[config.mk]
export PLATFORM = sky130hd
export DESIGN_NAME = mem_prot_check
export DESIGN_NICKNAME = d
export VERILOG_FILES = /design/src/rtl/mprot_pkg.sv /design/src/rtl/mprot_regfile.sv /design/src/rtl/mprot_range_eval.sv /design/src/rtl/mem_prot_check.sv
export SDC_FILE = /design/constraint.sdc
export NUM_CORES = 2
export LEC_CHECK = 0
export ABC_AREA = 1
export BUFFER_PORTS_ARGS = -buffer_cell sky130_fd_sc_hd__clkbuf_2
export CORE_UTILIZATION = 50
export CTS_CLUSTER_DIAMETER = 120
export CTS_CLUSTER_SIZE = 28
export DETAILED_ROUTE_END_ITERATION = 10
export PLACE_DENSITY = 0.67
export SLEW_MARGIN = 10
export SYNTH_ARGS = -nofsm -noshare
export SYNTH_HDL_FRONTEND = slang
export SYNTH_SLANG_ARGS = --single-unit
[constraint.sdc]
create_clock -name clk -period 5.35 [get_ports clk]
set_input_delay 0.535 -clock clk [delete_from_list [all_inputs] [get_ports clk]]
set_output_delay 0.535 -clock clk [all_outputs]
set_load 0.02 [all_outputs]
[src/rtl/mprot_pkg.sv]
package mprot_pkg;

    parameter int ADDR_W   = 32;
    parameter int DATA_W   = 32;
    parameter int ID_W     = 5;
    parameter int CFG_AW   = 12;

    localparam int EN_LSB      = 10;
    localparam int RSV_ONE_BIT = 7;

    localparam logic [DATA_W-1:0] PERM_RST    = 32'h03FF_FEBF;
    localparam logic [CFG_AW-1:0] MODE_OFS    = 12'h004;
    localparam logic [3:0]        RANGE_PAGE  = 4'h2;
    localparam logic [DATA_W-1:0] MODE_WORD   = 32'h0000_0001;

    typedef enum logic [1:0] {
        ACC_READ  = 2'd0,
        ACC_WRITE = 2'd1,
        ACC_EXEC  = 2'd2,
        ACC_EXEC2 = 2'd3
    } acc_kind_e;

    typedef enum logic [1:0] {
        FLD_FIRST = 2'd0,
        FLD_LAST  = 2'd1,
        FLD_PERM  = 2'd2,
        FLD_NONE  = 2'd3
    } cfg_fld_e;

    typedef struct packed {
        logic [ADDR_W-1:0] addr;
        logic [ID_W-1:0]   id;
        logic              priv;
        acc_kind_e         kind;
    } acc_attr_t;

    typedef struct packed {
        logic [ADDR_W-1:0] first_a;
        logic [ADDR_W-1:0] last_a;
        logic [DATA_W-1:0] perm;
    } range_cfg_t;

    // Position of the access-right bit that governs this access.
    function automatic logic [2:0] right_pos(logic priv, acc_kind_e kind);
        logic [2:0] base;
        case (kind)
            ACC_READ:  base = 3'd2;
            ACC_WRITE: base = 3'd1;
            default:   base = 3'd0;
        endcase
        return priv ? base + 3'd3 : base;
    endfunction

endpackage

[src/rtl/mprot_regfile.sv]
module mprot_regfile
    import mprot_pkg::*;
#(
    parameter int                NUM_RANGES  = 6,
    parameter logic [ADDR_W-1:0] REGION_BASE = 32'h8000_0000,
    parameter logic [ADDR_W-1:0] REGION_LAST = 32'h8001_FFFF
) (
    input  logic                          clk,
    input  logic                          rst,
    input  logic                          cfg_we,
    input  logic [CFG_AW-1:0]             cfg_addr,
    input  logic [DATA_W-1:0]             cfg_wdata,
    input  logic [CFG_AW-1:0]             cfg_rd_addr,
    output logic [DATA_W-1:0]             cfg_rd_data,
    output range_cfg_t [NUM_RANGES-1:0]   ranges
);

    localparam range_cfg_t RANGE_RST = '{first_a: REGION_BASE,
                                         last_a:  REGION_LAST,
                                         perm:    PERM_RST};

    logic       wr_page;
    logic [3:0] wr_idx;
    cfg_fld_e   wr_fld;
    logic       rd_page;
    logic [3:0] rd_idx;
    cfg_fld_e   rd_fld;

    assign wr_page = (cfg_addr[CFG_AW-1:8] == RANGE_PAGE) && (cfg_addr[1:0] == 2'b00);
    assign wr_idx  = cfg_addr[7:4];
    assign wr_fld  = cfg_fld_e'(cfg_addr[3:2]);
    assign rd_page = (cfg_rd_addr[CFG_AW-1:8] == RANGE_PAGE) && (cfg_rd_addr[1:0] == 2'b00);
    assign rd_idx  = cfg_rd_addr[7:4];
    assign rd_fld  = cfg_fld_e'(cfg_rd_addr[3:2]);

    for (genvar g = 0; g < NUM_RANGES; g++) begin : g_range
        logic sel;
        assign sel = cfg_we && wr_page && (wr_idx == 4'(g));

        always_ff @(posedge clk) begin
            if (rst) begin
                ranges[g] <= RANGE_RST;
            end else if (sel) begin
                case (wr_fld)
                    FLD_FIRST: ranges[g].first_a <= cfg_wdata;
                    FLD_LAST:  ranges[g].last_a  <= cfg_wdata;
                    FLD_PERM:  ranges[g].perm    <= cfg_wdata | (DATA_W'(1) << RSV_ONE_BIT);
                    default:   ;
                endcase
            end
        end
    end

    always_comb begin
        cfg_rd_data = '0;
        if (cfg_rd_addr == MODE_OFS) begin
            cfg_rd_data = MODE_WORD;
        end else if (rd_page && (int'(rd_idx) < NUM_RANGES)) begin
            case (rd_fld)
                FLD_FIRST: cfg_rd_data = ranges[rd_idx].first_a;
                FLD_LAST:  cfg_rd_data = ranges[rd_idx].last_a;
                FLD_PERM:  cfg_rd_data = ranges[rd_idx].perm;
                default:   cfg_rd_data = '0;
            endcase
        end
    end

endmodule

[src/rtl/mprot_range_eval.sv]
module mprot_range_eval
    import mprot_pkg::*;
#(
    parameter int NUM_INIT = 16
) (
    input  range_cfg_t cfg,
    input  acc_attr_t  acc,
    output logic       takes_part,
    output logic       grants
);

    localparam int SEL_W = (NUM_INIT > 1) ? $clog2(NUM_INIT) : 1;

    logic [NUM_INIT-1:0] en_vec;
    logic                id_known;
    logic                in_span;

    assign en_vec     = cfg.perm[EN_LSB +: NUM_INIT];
    assign id_known   = (int'(acc.id) < NUM_INIT);
    assign in_span    = (acc.addr >= cfg.first_a) && (acc.addr <= cfg.last_a);
    assign takes_part = in_span && id_known && en_vec[acc.id[SEL_W-1:0]];
    assign grants     = cfg.perm[right_pos(acc.priv, acc.kind)];

endmodule

[src/rtl/mem_prot_check.sv]
module mem_prot_check
    import mprot_pkg::*;
#(
    parameter int                NUM_RANGES  = 6,
    parameter int                NUM_INIT    = 16,
    parameter logic [ADDR_W-1:0] REGION_BASE = 32'h8000_0000,
    parameter logic [ADDR_W-1:0] REGION_LAST = 32'h8001_FFFF
) (
    input  logic              clk,
    input  logic              rst,
    input  logic              cfg_we,
    input  logic [11:0]       cfg_addr,
    input  logic [31:0]       cfg_wdata,
    input  logic [11:0]       cfg_rd_addr,
    output logic [31:0]       cfg_rd_data,
    input  logic              acc_valid,
    input  logic [31:0]       acc_addr,
    input  logic [4:0]        acc_id,
    input  logic              acc_priv,
    input  logic [1:0]        acc_kind,
    output logic              res_valid,
    output logic              res_allow,
    output logic              res_fault,
    output logic [31:0]       res_addr,
    output logic [4:0]        res_id,
    output logic              res_priv,
    output logic [1:0]        res_kind
);

    range_cfg_t [NUM_RANGES-1:0] ranges;
    acc_attr_t                   acc;
    acc_attr_t                   held;
    logic [NUM_RANGES-1:0]       part_vec;
    logic [NUM_RANGES-1:0]       grant_vec;
    logic                        refuse;

    assign acc = '{addr: acc_addr, id: acc_id, priv: acc_priv, kind: acc_kind_e'(acc_kind)};

    mprot_regfile #(
        .NUM_RANGES (NUM_RANGES),
        .REGION_BASE(REGION_BASE),
        .REGION_LAST(REGION_LAST)
    ) regs_i (
        .clk        (clk),
        .rst        (rst),
        .cfg_we     (cfg_we),
        .cfg_addr   (cfg_addr),
        .cfg_wdata  (cfg_wdata),
        .cfg_rd_addr(cfg_rd_addr),
        .cfg_rd_data(cfg_rd_data),
        .ranges     (ranges)
    );

    for (genvar g = 0; g < NUM_RANGES; g++) begin : g_eval
        mprot_range_eval #(.NUM_INIT(NUM_INIT)) eval_i (
            .cfg       (ranges[g]),
            .acc       (acc),
            .takes_part(part_vec[g]),
            .grants    (grant_vec[g])
        );
    end

    assign refuse = |(part_vec & ~grant_vec);

    always_ff @(posedge clk) begin
        if (rst) begin
            res_valid <= 1'b0;
            res_allow <= 1'b0;
            res_fault <= 1'b0;
            held      <= '0;
        end else begin
            res_valid <= acc_valid;
            res_allow <= acc_valid && !refuse;
            res_fault <= acc_valid && refuse;
            if (acc_valid) held <= acc;
        end
    end

    assign res_addr = held.addr;
    assign res_id   = held.id;
    assign res_priv = held.priv;
    assign res_kind = held.kind;

endmodule

After elaboration in Yosys (flattened, before gate mapping)
Cells that the tools add are included.
{ "classes": {"eq_ne": 13, "addsub": 1, "reduce_logical": 56, "n_mux": 31, "n_bitwise": 2, "magnitude_cmp": 17} }
{ "ops": {"columns": ["operator", "n"], "rows": [
  ["$bmux W96 S3", 1],
  ["$ge A32 B32 Y1", 6],
  ["$le A32 B32 Y1", 6],
  ["$mux W96", 1],
  ["$pmux W32 S3", 1],
  ["$mux W32", 2],
  ["$reduce_and A2 Y1", 18],
  ["$logic_and A1 B1 Y1", 30],
  ["$bmux W1 S4", 6],
  ["$bmux W1 S3", 6],
  ["$eq A4 B2 Y1 const B", 4],
  ["$eq A12 B3 Y1 const B", 1],
  ["$mux W1", 12],
  ["$logic_not A2 Y1", 5],
  ["$eq A4 B3 Y1 const B", 2],
  ["$and A6 B6 Y6", 1],
  ["$eq A2 B1 Y1 const B", 3],
  ["$lt A3 B6 Y1 const B", 1],
  ["$not A6 Y6", 1],
  ["$reduce_or A6 Y1", 1],
  ["$lt A4 B5 Y1 const B", 1],
  ["$lt A5 B5 Y1 const B", 1],
  ["$eq A2 B2 Y1 const B", 2],
  ["$eq A4 B1 Y1 const B", 1],
  ["other kinds (7)", 7]
]} }
{ "totals": {"elab_cells": 145, "input_bits": 100, "register_bits": 613} }

Depth between registers and ports, before layout
{ "logic_depth": {"word_depth": 11, "depth_mapped": 20, "mapped_depth_nobuf": 20} }

Cells and area by module
Synthesis repeated with hierarchy kept, for this count alone.
{ "unflattened": {"cells_unflattened": 6293, "area_unflattened_um2": 40533.9} }
{ "by_module_without_submodules": {"columns": ["mod", "seq_area_each_um2", "cells_each", "instances", "area_each_um2"], "rows": [
  ["mprot_regfile", 11410.9, 4043, 1, 26913.3],
  ["mprot_range_eval", 0.0, 342, 6, 2010.7],
  ["mem_prot_check", 860.8, 198, 1, 1556.5]
]} }

Worst setup path before layout
OpenSTA, ideal clock, no wires.
{ "synth_timing": {"kind": "input -> output", "from": "in cfg_rd_addr[5]", "to": "out cfg_rd_data[0]", "slack_ns": 2.934, "t_arrival_ns": 1.881, "cell_stages": 9, "t_required_ns": 4.815, "path_buffers": 3, "cell_sequence": "clkbuf_1 clkbuf_1 buf_1 o21ai_0 o22ai_1 nand2_1 nand2_1 o21ai_0 nand2_1"} }
{ "synth_between": {"elab_chain_len": 5, "elab_cells_between_ends": 8, "cone_classes": "order compare (1); eq/ne (1); mux (5); reduce/logical (1)"} }
{ "synth_lines": {"columns": ["item", "line_no", "source"], "rows": [
  ["from (decl)", "mem_prot_check.sv:14", "input logic [11:0] cfg_rd_addr,"],
  ["$bmux W96 S3", "mprot_regfile.sv:60, mprot_regfile.sv:61, mprot_regfile.sv:62", null],
  ["$mux W96 (not written as such)", "mprot_regfile.sv:60", "FLD_FIRST: cfg_rd_data = ranges[rd_idx].first_a;"],
  ["$pmux W32 S3", "mprot_regfile.sv:59", "case (rd_fld)"],
  ["$mux W32", "mprot_regfile.sv:58", "end else if (rd_page && (int'(rd_idx) < NUM_RANGES)) begin"],
  ["$mux W32 *", "mprot_regfile.sv:56", "if (cfg_rd_addr == MODE_OFS) begin"],
  ["to (decl)", "mem_prot_check.sv:15", "output logic [31:0] cfg_rd_data,"]
]} }
Mark *: on every way between the ends. The rest lies on a longest branch, timed or not. The select of a mux whose other input is x is not followed.

Final worst setup path
{ "layout_timing": {"from": "in cfg_rd_addr[4]", "to": "out cfg_rd_data[30]"} }
Same word-level chain as after synthesis.

==> impl_metrics.csv <==
group,metric,value,unit
cts,clk_root_buffer_cell,"sky130_fd_sc_hd__clkbuf_16",
sta,fin_crit_sh,73.98,%
synth,synthesis.area,36550,µm²
setup_path,worstSetupStartpointType,"primary input",
cts,clock_tree_from_tritoncts,"done",
sta,rsz_0062_raised_after_global_routing,"false",
sta,final_count_of_pins_violating_max_slew,0,
synth,netlist.area_leader.share,33.58,%
synth,postSynthRegisterBits,613,
worst_hold_path,timing.hold.worst.class,"primary input to flop",
cts,insertion_delay,0.63,ns
sta,timing.clock.skew,0.03428,ns
drt,detail_route.vias_per_cell,5.992,
run,drv_cap,0,
cts,htreeDepth,1,
cts,numClockSinks,613,
synth,synth_cell_types,40,
drt,route.detailed.drc,0,
finish,syn2layout_area_growth,5.203,%
global_route,grt_pass1_wl,203.4,mm
synth,netlist_top_cells_area,"sky130_fd_sc_hd__dfxtp_1 (34%), sky130_fd_sc_hd__ha_1 (13%), sky130_fd_sc_hd__a21oi_1 (10%)",
drt,detail_route.iter0.violations,4464,
drt,drt_pass1_iterations,6,
cts,cts_max_path_buffers,3,
sta,timing.final.hold_violations,0,
sta,finalCriticalPeriod,3.958,ns
synth,synth_top_area_cell,"sky130_fd_sc_hd__dfxtp_1",
floorplan,number_of_standard_cell_rows_in_the_floorplan,98,
setup_path,endpoint_kind,"primary output",
power_and_ir_drop,p_leak,17.74,nW
cts,post_cts_resize_count,0,
global_route,gr_overflow_total,0,
synth,mappedNetlistNets,5651,
cts,number_of_setup_buffers_added_after_cts,0,
synth,synth_edf_count,0,
worst_hold_path,timing.hold.worst.start,"acc_id[4]",
cts,hold_buffers,0,
setup_path,cp_max_fo,122,
power_and_ir_drop,post_layout_power,8.445,mW
drt,wirelength,137.1,mm
setup_path,worstPathRequired,4.82,ns
worst_hold_path,whs_path_depth,4,
power_and_ir_drop,irDropWorstVdd,0.0002818,V
setup_path,r2r-start,"regs_i.ranges[447]$_SDFFE_PP1P_",
setup_path,r2r_cells,15,
placement,dpl-instance-area,37690,µm²
floorplan,die_height,272.4,µm
sta,highest_clock_rate,0.2527,GHz
drt,route.vias.total,36188,
synth,syn_avg_cell_area,7.075,µm²
sta,finalSetupViolations,0,
cts,clk_pin_slew_worst_paths,0.11,ns
drt,detail-route-antenna-nets,0,
finish,fin_area,38450,µm²
synth,synth_flop_cell,"sky130_fd_sc_hd__dfxtp_1",
sta,tns,0,ns
setup_path,criticalPathCategory,"primary input to primary output",
synth,synth-seq-area-share,33.58,%
sta,max_slew.worst_pin.slew,1.185,ns
placement,place.detailed.hpwl,97.53,mm
setup_path,ff2ff_setup_slack,2.40,ns
setup_path,worstPathArrival,3.42,ns
synth,synth.yosys.warnings,0,
finish,drive_above_1_share,5.921,%
global_route,first_global_vias,31718,
sta,max_slew_margin,21.02,%
floorplan,io_pins,175,
global_route,number_of_antenna_violations_at_the_first_check_in_global_routing,7,
synth,async_flop_share,0,%
floorplan,fp.dieArea,74190,µm²
drt,wl_per_cell,22.71,µm
worst_hold_path,end_point_of_the_worst_hold_path,"res_fault$_SDFF_PP0_",
finish,final_nets,5566,
status,run_status,"complete, no violations",
floorplan,chipWidth,272.4,µm
global_route,grt_start_max_net_pins,152,
floorplan,core_area,71850,µm²
finish,layout.filler_cells,7182,
placement,place.gp.congestion,0.9857,
placement,buffer_ports.inserted,174,
global_route,grt_util_all_layers,35.91,%
setup_path,timing.rr.end,"res_fault$_SDFF_PP0_",
cts,tritoncts.num_buffers,26,
synth,syn-instance-count,5166,
floorplan,initial_utilization,50.87,%
power_and_ir_drop,cellPowerDensity,219.6,nW/µm²
## through the flow
step | setup slack (ns) | util, % | std cells | hold WS (ns)
detailed placement | 1.389 | 52.46 | 6003 | 0.4332
global placement | 1.433 | 52.46 | 6003 | 0.4283
finish | 1.392 | 53.51 | 6039 | 0.1581
CTS | 1.373 | 53.50 | 6034 | 0.1420
global route | 1.162 | 53.50 | 6036 | 0.1860
floorplan | 2.934 | - | 5166 | 0.4205
## where the power goes
group / internal, mW / switching, mW
combinational: 0.346 / 0.948
clock: 0.965 / 1.59
sequential: 4.58 / 0.0120
total: 5.90 / 2.55
## Yosys cell counts (all sizes together), types with 2 or more instances
cell,number
nand2,846
nand3,193
ha,385
buf,92
a311o,9
a211oi,5
o21bai,6
a21o,13
o211ai,261
clkinv,12
o21a,21
a21oi,756
nor4,6
nor3,16
dfxtp,613
o21ai,683
o211a,2
o22ai,18
nand3b,2
nor2,299
o311ai,4
nand4,43
clkbuf,246
inv,615
o2111ai,15
## layout by cell type (no fill, tap or decap), types with 5 or more instances in the layout
| cell type | count |
|---|---|
| sky130_fd_sc_hd__clkbuf_16 | 27 |
| sky130_fd_sc_hd__inv_2 | 14 |
| sky130_fd_sc_hd__nand3_1 | 192 |
| sky130_fd_sc_hd__nor2_1 | 287 |
| sky130_fd_sc_hd__nor2_2 | 7 |
| sky130_fd_sc_hd__inv_1 | 599 |
| sky130_fd_sc_hd__a311o_1 | 9 |
| sky130_fd_sc_hd__diode_2 | 5 |
| sky130_fd_sc_hd__a21o_1 | 13 |
| sky130_fd_sc_hd__ha_1 | 385 |
| sky130_fd_sc_hd__o22ai_1 | 18 |
| sky130_fd_sc_hd__nor3_1 | 13 |
| sky130_fd_sc_hd__clkbuf_2 | 172 |
| sky130_fd_sc_hd__a211oi_1 | 5 |
| sky130_fd_sc_hd__o21ai_1 | 9 |
| sky130_fd_sc_hd__nand2_2 | 7 |
| sky130_fd_sc_hd__clkinv_1 | 11 |
| sky130_fd_sc_hd__o21a_1 | 21 |
| sky130_fd_sc_hd__o211ai_1 | 261 |
| sky130_fd_sc_hd__o2111ai_1 | 15 |
| sky130_fd_sc_hd__buf_4 | 48 |
| sky130_fd_sc_hd__nand4_1 | 40 |
| sky130_fd_sc_hd__nor4_1 | 6 |
| sky130_fd_sc_hd__o21ai_0 | 674 |
| sky130_fd_sc_hd__a21oi_1 | 756 |
| sky130_fd_sc_hd__nand2_1 | 839 |
| sky130_fd_sc_hd__o21bai_1 | 6 |
| sky130_fd_sc_hd__dfxtp_1 | 613 |
| sky130_fd_sc_hd__nor2_4 | 5 |
## worst max path at each step
stage	from	to	slack, ns	cells past startpoint
6_report	cfg_rd_addr[4]	cfg_rd_data[30]	1.39	10
5_1_grt	cfg_rd_addr[4]	cfg_rd_data[30]	1.16	10
4_1_cts	cfg_rd_addr[4]	cfg_rd_data[30]	1.37	10
3_5_place_dp	cfg_rd_addr[4]	cfg_rd_data[30]	1.39	10
3_3_place_gp	cfg_rd_addr[4]	cfg_rd_data[30]	1.43	10
2_1_floorplan	cfg_rd_addr[5]	cfg_rd_data[0]	2.93	9
## flip-flops by register name, indices dropped and copies added (netlist names)
register / flops
regs_i.ranges: 570
res_addr: 32
res_id: 5
res_kind: 2
res_allow: 1
res_fault: 1
res_priv: 1
res_valid: 1
## layout make-up
type,count,area (µm²),share of cell area (%)
Tap cell,950,1189,3.091
Clock inverter,1,30.03,0.07809
Antenna cell,5,12.51,0.03254
Clock buffer,30,716.9,1.865
Multi-Input combinational cell,3588,20560,53.48
Sequential cell,613,12270,31.91
Timing Repair Buffer,225,1301,3.384
Inverter,627,2367,6.156
## cell families (layout without fill, tap and decap cells)
family / Yosys count / in the layout / synth area share [%]
compound gates: 1795 / 1795 / 27.10
fa+ha+maj: 385 / 385 / 13.18
flops: 613 / 613 / 33.58
simple gates: 1408 / 1408 / 15.94
buf+inv: 965 / 883 / 10.21
other cells: 0 / 5 / 0
## per-layer routing
layer / wire length, µm / GRT usage, % / vias up
met5: 56 / 0 / -
met4: 6788 / 15.51 / 8
met3: 13090 / 4.232 / 282
met2: 59620 / 55.97 / 1774
met1: 57600 / 49.83 / 16800
li1: - / - / 17324
## critical path, cell delays in order
cell and delay, ns:
sky130_fd_sc_hd__buf_8 0.27, sky130_fd_sc_hd__inv_6 0.47, sky130_fd_sc_hd__buf_4 0.79, sky130_fd_sc_hd__a21oi_1 0.15
sky130_fd_sc_hd__o21ai_0 0.11, sky130_fd_sc_hd__a21oi_1 0.09, sky130_fd_sc_hd__o311ai_0 0.53, sky130_fd_sc_hd__buf_4 0.23
sky130_fd_sc_hd__inv_1 0.04, sky130_fd_sc_hd__clkbuf_2 0.14
(Power assumes the default switching activity.)
